### src/rtl/uart_irq_pkg.sv
package uart_irq_pkg;
  localparam int NSRC  = 5;
  localparam int S_RLS = 0;
  localparam int S_RDA = 1;
  localparam int S_TMO = 2;
  localparam int S_TDR = 3;
  localparam int S_MSR = 4;
  localparam int ID_W  = 4;
  localparam logic [ID_W-1:0] C_NONE = 4'b0001;
  localparam logic [ID_W-1:0] C_RLS  = 4'b0110;
  localparam logic [ID_W-1:0] C_RDA  = 4'b0100;
  localparam logic [ID_W-1:0] C_TMO  = 4'b1100;
  localparam logic [ID_W-1:0] C_TDR  = 4'b0010;
  localparam logic [ID_W-1:0] C_MSR  = 4'b0000;
endpackage

### src/rtl/uart_irq_flags.sv
module uart_irq_flags
  import uart_irq_pkg::*;
(
  input  logic            clk,
  input  logic            rst,
  input  logic            fifo_en,
  input  logic            line_err_evt,
  input  logic            rx_buf_full,
  input  logic            rx_at_trig,
  input  logic            rx_tmo_evt,
  input  logic            tx_space,
  input  logic            modem_chg_evt,
  input  logic            rd_iir,
  input  logic            rd_lsr,
  input  logic            rd_msr,
  input  logic            rd_rbr,
  input  logic            wr_thr,
  input  logic            rx_fifo_rst,
  input  logic            iir_shows_tdr,
  output logic [NSRC-1:0] pend
);
  logic rls_q, rda_q, tmo_q, tdr_q, msr_q;
  logic tx_space_d;
  logic tdr_set, tdr_clr;

  assign tdr_set = tx_space & ~tx_space_d;
  assign tdr_clr = wr_thr | (rd_iir & iir_shows_tdr);

  always_ff @(posedge clk) begin
    if (rst) begin
      rls_q      <= 1'b0;
      rda_q      <= 1'b0;
      tmo_q      <= 1'b0;
      tdr_q      <= 1'b0;
      msr_q      <= 1'b0;
      tx_space_d <= 1'b0;
    end else begin
      tx_space_d <= tx_space;
      // line status: sticky, event wins over clear
      if (line_err_evt)     rls_q <= 1'b1;
      else if (rd_lsr)      rls_q <= 1'b0;
      // received data: level follows the mode-selected source
      rda_q <= fifo_en ? (rx_at_trig & ~rx_fifo_rst) : rx_buf_full;
      // timeout: FIFO mode only
      if (!fifo_en)                   tmo_q <= 1'b0;
      else if (rx_tmo_evt)            tmo_q <= 1'b1;
      else if (rd_rbr || rx_fifo_rst) tmo_q <= 1'b0;
      // transmit request: new edge wins over clear
      if (tdr_set)          tdr_q <= 1'b1;
      else if (tdr_clr)     tdr_q <= 1'b0;
      // modem status
      if (modem_chg_evt)    msr_q <= 1'b1;
      else if (rd_msr)      msr_q <= 1'b0;
    end
  end

  always_comb begin
    pend        = '0;
    pend[S_RLS] = rls_q;
    pend[S_RDA] = rda_q;
    pend[S_TMO] = tmo_q;
    pend[S_TDR] = tdr_q;
    pend[S_MSR] = msr_q;
  end

  AST_RLS_STICKY: assert property (@(posedge clk) disable iff (rst)
    (rls_q && !rd_lsr) |=> rls_q);
  AST_TMO_FIFO_ONLY: assert property (@(posedge clk) disable iff (rst)
    !fifo_en |=> !tmo_q);
  AST_TDR_IIR_CLEAR: assert property (@(posedge clk) disable iff (rst)
    (rd_iir && iir_shows_tdr && !tdr_set) |=> !tdr_q);
  AST_TDR_EDGE_SET: assert property (@(posedge clk) disable iff (rst)
    (tx_space && !$past(tx_space)) |=> tdr_q);
endmodule

### src/rtl/uart_irq_prio.sv
module uart_irq_prio
  import uart_irq_pkg::*;
(
  input  logic [NSRC-1:0] act,
  output logic [ID_W-1:0] code
);
  always_comb begin
    if (act[S_RLS])      code = C_RLS;
    else if (act[S_TMO]) code = C_TMO;
    else if (act[S_RDA]) code = C_RDA;
    else if (act[S_TDR]) code = C_TDR;
    else if (act[S_MSR]) code = C_MSR;
    else                 code = C_NONE;
  end
endmodule

### src/rtl/uart_irq_ident.sv
module uart_irq_ident
  import uart_irq_pkg::*;
#(
  parameter int REG_W = 32
) (
  input  logic             clk,
  input  logic             rst,
  input  logic             fifo_en,
  input  logic [NSRC-1:0]  irq_en,
  input  logic             line_err_evt,
  input  logic             rx_buf_full,
  input  logic             rx_at_trig,
  input  logic             rx_tmo_evt,
  input  logic             tx_space,
  input  logic             modem_chg_evt,
  input  logic             autobaud_lock,
  input  logic             rd_iir,
  input  logic             rd_lsr,
  input  logic             rd_msr,
  input  logic             rd_rbr,
  input  logic             wr_thr,
  input  logic             rx_fifo_rst,
  output logic [REG_W-1:0] iir_data,
  output logic             irq
);
  localparam int ABL_BIT = ID_W;

  logic [NSRC-1:0]  pend;
  logic [NSRC-1:0]  act;
  logic [ID_W-1:0]  code;
  logic [REG_W-1:0] iir_nxt;
  logic [REG_W-1:0] iir_q;
  logic             irq_q;
  logic             iir_shows_tdr;

  assign iir_shows_tdr = (iir_q[ID_W-1:0] == C_TDR);

  uart_irq_flags u_flags (
    .clk           (clk),
    .rst           (rst),
    .fifo_en       (fifo_en),
    .line_err_evt  (line_err_evt),
    .rx_buf_full   (rx_buf_full),
    .rx_at_trig    (rx_at_trig),
    .rx_tmo_evt    (rx_tmo_evt),
    .tx_space      (tx_space),
    .modem_chg_evt (modem_chg_evt),
    .rd_iir        (rd_iir),
    .rd_lsr        (rd_lsr),
    .rd_msr        (rd_msr),
    .rd_rbr        (rd_rbr),
    .wr_thr        (wr_thr),
    .rx_fifo_rst   (rx_fifo_rst),
    .iir_shows_tdr (iir_shows_tdr),
    .pend          (pend)
  );

  for (genvar i = 0; i < NSRC; i++) begin : g_gate
    assign act[i] = pend[i] & irq_en[i];
  end

  uart_irq_prio u_prio (
    .act  (act),
    .code (code)
  );

  always_comb begin
    iir_nxt               = '0;
    iir_nxt[ID_W-1:0]     = code;
    iir_nxt[ABL_BIT]      = autobaud_lock;
  end

  always_ff @(posedge clk) begin
    if (rst) begin
      iir_q <= REG_W'(C_NONE);
      irq_q <= 1'b0;
    end else begin
      iir_q <= iir_nxt;
      irq_q <= |act;
    end
  end

  assign iir_data = iir_q;
  assign irq      = irq_q;

  AST_IRQ_PIN: assert property (@(posedge clk) disable iff (rst)
    irq_q == ~iir_q[0]);
  AST_UPPER_ZERO: assert property (@(posedge clk) disable iff (rst)
    iir_q[REG_W-1:ABL_BIT+1] == '0);
endmodule

### config.mk
export PLATFORM = sky130hd
export DESIGN_NAME = uart_irq_ident
export DESIGN_NICKNAME = d
export VERILOG_FILES = /design/src/rtl/uart_irq_pkg.sv /design/src/rtl/uart_irq_flags.sv /design/src/rtl/uart_irq_prio.sv /design/src/rtl/uart_irq_ident.sv
export SDC_FILE = /design/constraint.sdc
export NUM_CORES = 1
export LEC_CHECK = 0
export ABC_AREA = 1
export BUFFER_PORTS_ARGS = -buffer_cell sky130_fd_sc_hd__clkbuf_2
export CAP_MARGIN = 40
export CORE_MARGIN = 1.5
export CORE_UTILIZATION = 39
export CTS_BUF_LIST = sky130_fd_sc_hd__clkbuf_2 sky130_fd_sc_hd__clkbuf_4 sky130_fd_sc_hd__clkbuf_8
export CTS_CLUSTER_DIAMETER = 200
export CTS_CLUSTER_SIZE = 16
export DETAILED_ROUTE_END_ITERATION = 7
export GPL_TIMING_DRIVEN = 1
export HOLD_SLACK_MARGIN = 0.03
export PLACE_DENSITY = 0.77
export RECOVER_POWER = 100
export SYNTH_ARGS = -nofsm -noshare
export SYNTH_HDL_FRONTEND = slang
export SYNTH_SLANG_ARGS = --single-unit
### constraint.sdc
create_clock -name clk -period 0.88 [get_ports clk]
set_clock_uncertainty 0.1 [all_clocks]
set_input_delay 0.088 -clock clk [delete_from_list [all_inputs] [get_ports clk]]
set_output_delay 0.088 -clock clk [all_outputs]
set_load 0.01 [all_outputs]
==> impl_results.md, run 1 <==
- Status: finished, violations left
- Failing checks: negative hold slack, negative setup slack
- Port Buffer Count: 26
- Gr usage total: 14.2%
- Finished Cell Area: 865 sq um
- Max Freq: 1120 MHz
- Post-synth ARST share: 0%
- Drt first-iter violations: 3
- WL met1: 408 um
- Post-synthesis instance total: 86
- Critical path capture point type: output pin
- Vias: 557
- Top routing layer in use: met4
- N_diodes: 0
- Psw: 314 uW
- Commonest non-fill, non-tap cell in the layout: conb_1
- First-pass GRT wire length: 1970 um
- Avg WL per Cell: 8.96 um
- Synth Flop Type: dfxtp_1
- Crit-path max cell delay: 330 ps
- Antenna Nets Post-Route: 0
- Crit path buffers/inverters: 1
- Setup TNS: -63.4 ps
- WP data required: 690 ps
- DRT Wirelength: 1230 um
- Fillers: 153
- Initial Util: 42.7%
- Die area: 0.00194 sq mm
- HPWL Detailed: 897 um
- Row count: 14
- Core Util, Final: 56.1%
- Initial antenna violation count: 0
- Placed cell count: 126
- Critical-path top delay cell: dfxtp_2
- Sink Count: 12
- Max Root-Sink Buffers: 2
- WS Path Type: flip-flop to output pin
- VDD IR max: 0.000891 V
- Core area: 0.00154 sq mm
- CP Launch Type: flip-flop
- RSZ-0062 raised after global routing: yes
- Yosys warnings: 0
- CP top delay family: flip-flops
- Leakage Power: 0.485 nW
- EDFF count, synth: 0
- Commonest non-fill, non-tap cells in the layout: 27 x conb_1, 18 x clkbuf_2, 11 x nand2_1
- H-tree levels: 1
- CTS root buffer: clkbuf_4
- Period utilization: 102%
- Min Tclk post-route: 897 ps
- # Post-CTS Setup Buffers: 0
- Non-filler cells, final: 137
- Final setup violation count: 6
- CTS tree: yes
- Wire length on met2: 714 um
- Sw frac: 26.9%
- Clk_lat worst skew: 270 ps
- Hold Crit Class: input port to flip-flop
- Register clock-pin slew on the reported worst setup and hold paths: 70 ps
- Yosys reg bits: 12
- Gp weighted congestion: 0.699
- Multi-input gate area: 282 sq um
- Cell-internal power: 854 uW
- Comb pwr share: 21.4%
- Placed cell areas: 692 sq um
- CP Max Fanout: 2
- MaxCap Viol Count: 0
- Netlist cell types: 15
- Die W: 44.1 um
- Max-slew violations: 0
- Fin worst setup slack: -16.5 ps
- Layout area overhead: 31.4%
- Grt ovf: 0
- Final Hold Fails: 5
- Critical-path cell list: buf_6
- Final-stage net count: 144
- Chip height: 44.1 um
- Cell area after synthesis: 658 sq um
- Sequential share of the synthesized area: 36.5%
- Hold_buf cts: 11
- Residual DRC count: 0
- Pre-antenna DRT Iters: 5
- Clk network pwr share: 27.3%
- IO Count: 54
- Arrival time at the worst endpoint: 710 ps
- Sequential cell area: 248 sq um
- Met3 routed WL: 95 um
- Largest net degree at the start of global routing: 9
- Num CTS Buffers: 3
- Syn_area_per_cell: 7.65 sq um
- Number of global-route vias before repair: 485
- Hold WS: -18.3 ps
- PwrDens: 1350 mW/mm^2
- Flop pwr share: 51.2%
- Layout cells sized above 1: 33.9%
- Via density: 4.07
per-stage QoR:
step	hold slack, ps	total power [mW]	worst slack (ps)
6_report	-18.3	1.17	-16.5
5_1_grt	-6.98	1.24	-46.9
4_1_cts	-19.8	1.15	-32.4
3_5_place_dp	190	0.793	10.6
3_3_place_gp	181	0.786	48.5
2_1_floorplan	75.0	0.812	48.9
state kept, by name, indices dropped and copies added, names as in the netlist:
name	flops
iir_data	5
irq	1
u_flags.msr_q	1
u_flags.rda_q	1
u_flags.rls_q	1
u_flags.tdr_q	1
u_flags.tmo_q	1
u_flags.tx_space_d	1
tightest hold or removal path, stage by stage:
cell	delay, ps
clkbuf_2	80
inv_1	40
nand2_1	50
a21oi_1	50
cell usage after synthesis (3+ instances only):
cell type / count / area [sq um]
buf_4: 27 / 203
nand2_1: 13 / 48.8
dfxtp_1: 12 / 240
inv_1: 10 / 37.5
nor2_1: 8 / 30.0
a21oi_1: 5 / 25.0
nand3_1: 3 / 15.0
logic make-up after synthesis:
family,synth area share (%)
buffers and inverters,38.8
and+or+nand+nor,18.3
DFF,36.5
AOI/OAI and AO/OA,5.89
other,0.570
worst paths after layout:
| path | cells past startpoint | endpoint | start | slack, ps |
|---|---|---|---|---|
| worst max-delay path | 1 | iir_data[0] | iir_data[0] | -20 |
| worst min-delay path | 4 | u_flags.rda_q | rx_fifo_rst | -20 |
| worst max register to register | 4 | irq | u_flags.rls_q | 10 |
| worst min register to register | 3 | u_flags.tdr_q | u_flags.tx_space_d | 390 |
timing repair:
action | CTS | global route
pin swaps | 0 | 1
endpoints found under the setup margin | 7 | 13
resized for setup | 7 | 18
endpoints found under the hold margin | 10 | 4
per-layer routing:
layer / track usage [%] / vias to the layer above
li1: - / 275
met1: 14.0 / 245
met2: 27.1 / 35
met3: 3.67 / 2
met4: 7.27 / 0
met5: 0 / -
area by class of cell:
| cell class | instances | area share [%] |
|---|---|---|
| Clock buffer | 3 | 2.60 |
| Inverter | 11 | 4.78 |
| Multi-Input combinational cell | 61 | 32.6 |
| Sequential cell | 12 | 28.7 |
| Tap cell | 16 | 2.32 |
| Timing Repair Buffer | 34 | 29.1 |
power groups by stage:
stage	logic (mW)	clock network, mW	registers, mW
finish	0.250	0.319	0.599
global route	0.281	0.360	0.603
CTS	0.230	0.329	0.594
detailed placement	0.189	0	0.604
global placement	0.185	0	0.601
floorplan	0.203	0	0.609
Note: power is estimated with default switching activity, not from simulation.
==> inputs of run 2 (changes only) <==
--- a/config.mk
+++ b/config.mk
@@ -8,16 +8,19 @@
 export ABC_AREA = 1
 export BUFFER_PORTS_ARGS = -buffer_cell sky130_fd_sc_hd__clkbuf_2
 export CAP_MARGIN = 40
+export CELL_PAD_IN_SITES_DETAIL_PLACEMENT = 0
+export CELL_PAD_IN_SITES_GLOBAL_PLACEMENT = 1
 export CORE_MARGIN = 1.5
-export CORE_UTILIZATION = 39
+export CORE_UTILIZATION = 25
 export CTS_BUF_LIST = sky130_fd_sc_hd__clkbuf_2 sky130_fd_sc_hd__clkbuf_4 sky130_fd_sc_hd__clkbuf_8
 export CTS_CLUSTER_DIAMETER = 200
 export CTS_CLUSTER_SIZE = 16
 export DETAILED_ROUTE_END_ITERATION = 7
 export GPL_TIMING_DRIVEN = 1
 export HOLD_SLACK_MARGIN = 0.03
-export PLACE_DENSITY = 0.77
+export PLACE_DENSITY = 0.75
 export RECOVER_POWER = 100
+export SKIP_LAST_GASP = 1
 export SYNTH_ARGS = -nofsm -noshare
 export SYNTH_HDL_FRONTEND = slang
 export SYNTH_SLANG_ARGS = --single-unit
==> impl_results.md, run 2 (synthesized netlist as in run 1, its figures left out) <==
- Grt ovf: 0 (unchanged)
- Max reg flops: 5 (unchanged)
- WS Path Type: flip-flop to output pin
- Pre-antenna DRT Iters: 4 (-1)
- CTS root buffer: clkbuf_4
- Worst hold start: wr_thr
- Gr usage total: 8.19% (-6.1 points)
- Reg2Reg Depth: 4 (unchanged)
- CP Launch Type: flip-flop
- Port Buffer Count: 26 (unchanged)
- Met3 routed WL: 102 um (+7.4%)
- RSZ-0062 raised after global routing: yes
- CP Max Fanout: 2 (unchanged)
- Critical path capture point type: output pin
- IO Count: 54 (unchanged)
- Largest net degree at the start of global routing: 9 (unchanged)
- Status: finished, violations left
- Die area: 0.00295 sq mm (+52%)
- Pre-CTS WS: 12.2 ps (+1.60 ps)
- CTS tree: yes
- First-pass GRT wire length: 1700 um (-14%)
- Die W: 54.3 um (+23%)
- Critical-path top delay cell: dfxtp_2
- Number of global-route vias before repair: 422 (-13%)
- Top routing layer in use: met4
- Finished Cell Area: 921 sq um (+6.5%)
- Core Util, Final: 37.2% (-19 points)
- Antenna Nets Post-Route: 0 (unchanged)
- Core area: 0.00248 sq mm (+61%)
- Arrival time at the worst endpoint: 710 ps (about the same)
- Wire length on met2: 595 um (-17%)
- Sink Count: 12 (unchanged)
- VDD IR max: 0.000527 V (-41%)
- Commonest non-fill, non-tap cell in the layout: conb_1
- DRT Wirelength: 1200 um (-2.4%)
- H-tree levels: 1 (unchanged)
- Layout area overhead: 39.9%
- Period utilization: 102% (-0.15 points)
- WP data required: 690 ps (about the same)
- Crit path buffers/inverters: 1 (unchanged)
- Worst r2r src: u_flags.rls_q
- Chip height: 54.3 um (+23%)
- Initial Util: 26.6% (-16 points)
- Avg WL per Cell: 7.79 um (-13%)
- Gp weighted congestion: 0.692 (-0.99%)
- Max Root-Sink Buffers: 2 (unchanged)
- Crit-path max cell delay: 330 ps (about the same)
- Via density: 3.55 (-13%)
- MaxCap Viol Count: 0 (unchanged)
- WL met1: 492 um (+21%)
- Fin worst setup slack: -15.2 ps (+1.31 ps)
- Failing checks: negative hold slack, negative setup slack
- Clk_lat worst skew: 270 ps (about the same)
- Hold Crit Depth: 4 (unchanged)
- Max-slew violations: 0 (unchanged)
- Vias: 546 (-2.0%)
- Min Tclk post-route: 895 ps (-1.31 ps)
- HPWL Detailed: 922 um (+2.7%)
- R2r endpoint: irq
- Critical-path cell list: buf_6
- Hold Crit Class: input port to flip-flop
- PwrDens: 1400 mW/mm^2 (+3.8%)
- # Post-CTS Setup Buffers: 0 (unchanged)
- Drt first-iter violations: 11 (+8)
- Final Hold Fails: 3 (-2)
- Hold Path End: u_flags.tdr_q
- Layout cells sized above 1: 36.3% (+2.4 points)
- Row count: 18 (+4)
- Reg2reg setup slack: 0 ps (about the same)
- Leakage Power: 0.506 nW (+4.3%)
- Final setup violation count: 7 (+1)
- Fillers: 269 (+76%)
- Initial antenna violation count: 0 (unchanged)
- Hold_buf cts: 12 (+1)
- Hold WS: -30.5 ps (-12.1 ps)
- CP top delay family: flip-flops
- Residual DRC count: 0 (unchanged)
- Register clock-pin slew on the reported worst setup and hold paths: 80 ps (about the same)
- Max Freq: 1120 MHz (+0.15%)
- Final-stage net count: 146 (+1.4%)
- Placed cell areas: 709 sq um (+2.5%)
- Commonest non-fill, non-tap cells in the layout: 27 x conb_1, 18 x clkbuf_2, 11 x dlygate4sd3_1
- N_diodes: 0 (unchanged)
- Num CTS Buffers: 3 (unchanged)
==> run 2: cell count changes in the layout (fill, tap and decap cells not counted), sizes merged <==
cell / before / now
clkbuf: 21 / 22
dlymetal6s4s: 0 / 1
clkinv: 0 / 1
dlygate4sd3: 10 / 11
inv: 11 / 10
==> run 2: power breakdown <==
part / switching (mW) / internal [mW] / leakage, nW
Clock: 0.186 / 0.251 / 0.0210
Sequential: 0.0185 / 0.580 / 0.101
Combinational: 0.135 / 0.121 / 0.384
==> run 2: stage by stage <==
step | total power, mW | instances | hold slack [ps] | TNS, ps
after floorplan | 0.812 | 112 | 75.0 | 0
after global placement | 0.790 | 140 | 184 | 0
after detailed placement | 0.793 | 140 | 187 | 0
after CTS | 1.27 | 156 | -15.4 | -176
after global routing | 1.37 | 154 | -20.1 | -291
final | 1.29 | 154 | -30.5 | -66.2
==> run 2: worst max-delay path by stage <==
stage          cells after the start            end           from
2_1_floorplan                      5  u_flags.tdr_q    iir_data[1]
3_3_place_gp                       4            irq  u_flags.tmo_q
3_5_place_dp                       4            irq  u_flags.rls_q
4_1_cts                            1    iir_data[0]    iir_data[0]
5_1_grt                            4            irq  u_flags.rls_q
6_report                           1    iir_data[0]    iir_data[0]
==> run 2: repair_timing <==
item	4_1_cts	5_1_grt
endpoints found under the setup margin	7	13
hold endpoints to repair	9	3
gates resized for setup	5	23
pin swaps	0	3
gates cloned	0	0
==> run 2: layout make-up <==
type                            instances  area, sq um  share of cell area, %
Timing Repair Buffer                   36          274                   29.8
Inverter                               11         41.3                   4.48
Sequential cell                        12          248                   26.9
Tap cell                               30         37.5                   4.08
Clock buffer                            4         36.3                   3.94
Multi-Input combinational cell         61          284                   30.8
==> run 2: worst min-delay path, cell delays in order <==
cell	delay (ps)
clkbuf_2	90
nor3b_2	40
nand2_1	60
nand2_1	40
==> run 2: layer usage <==
metal  vias up  global-route usage, %
met1       232                   9.39
met3         2                   2.73
met4         0                   3.75
li1        280                      -
met2        32                   13.7
met5         -                      0
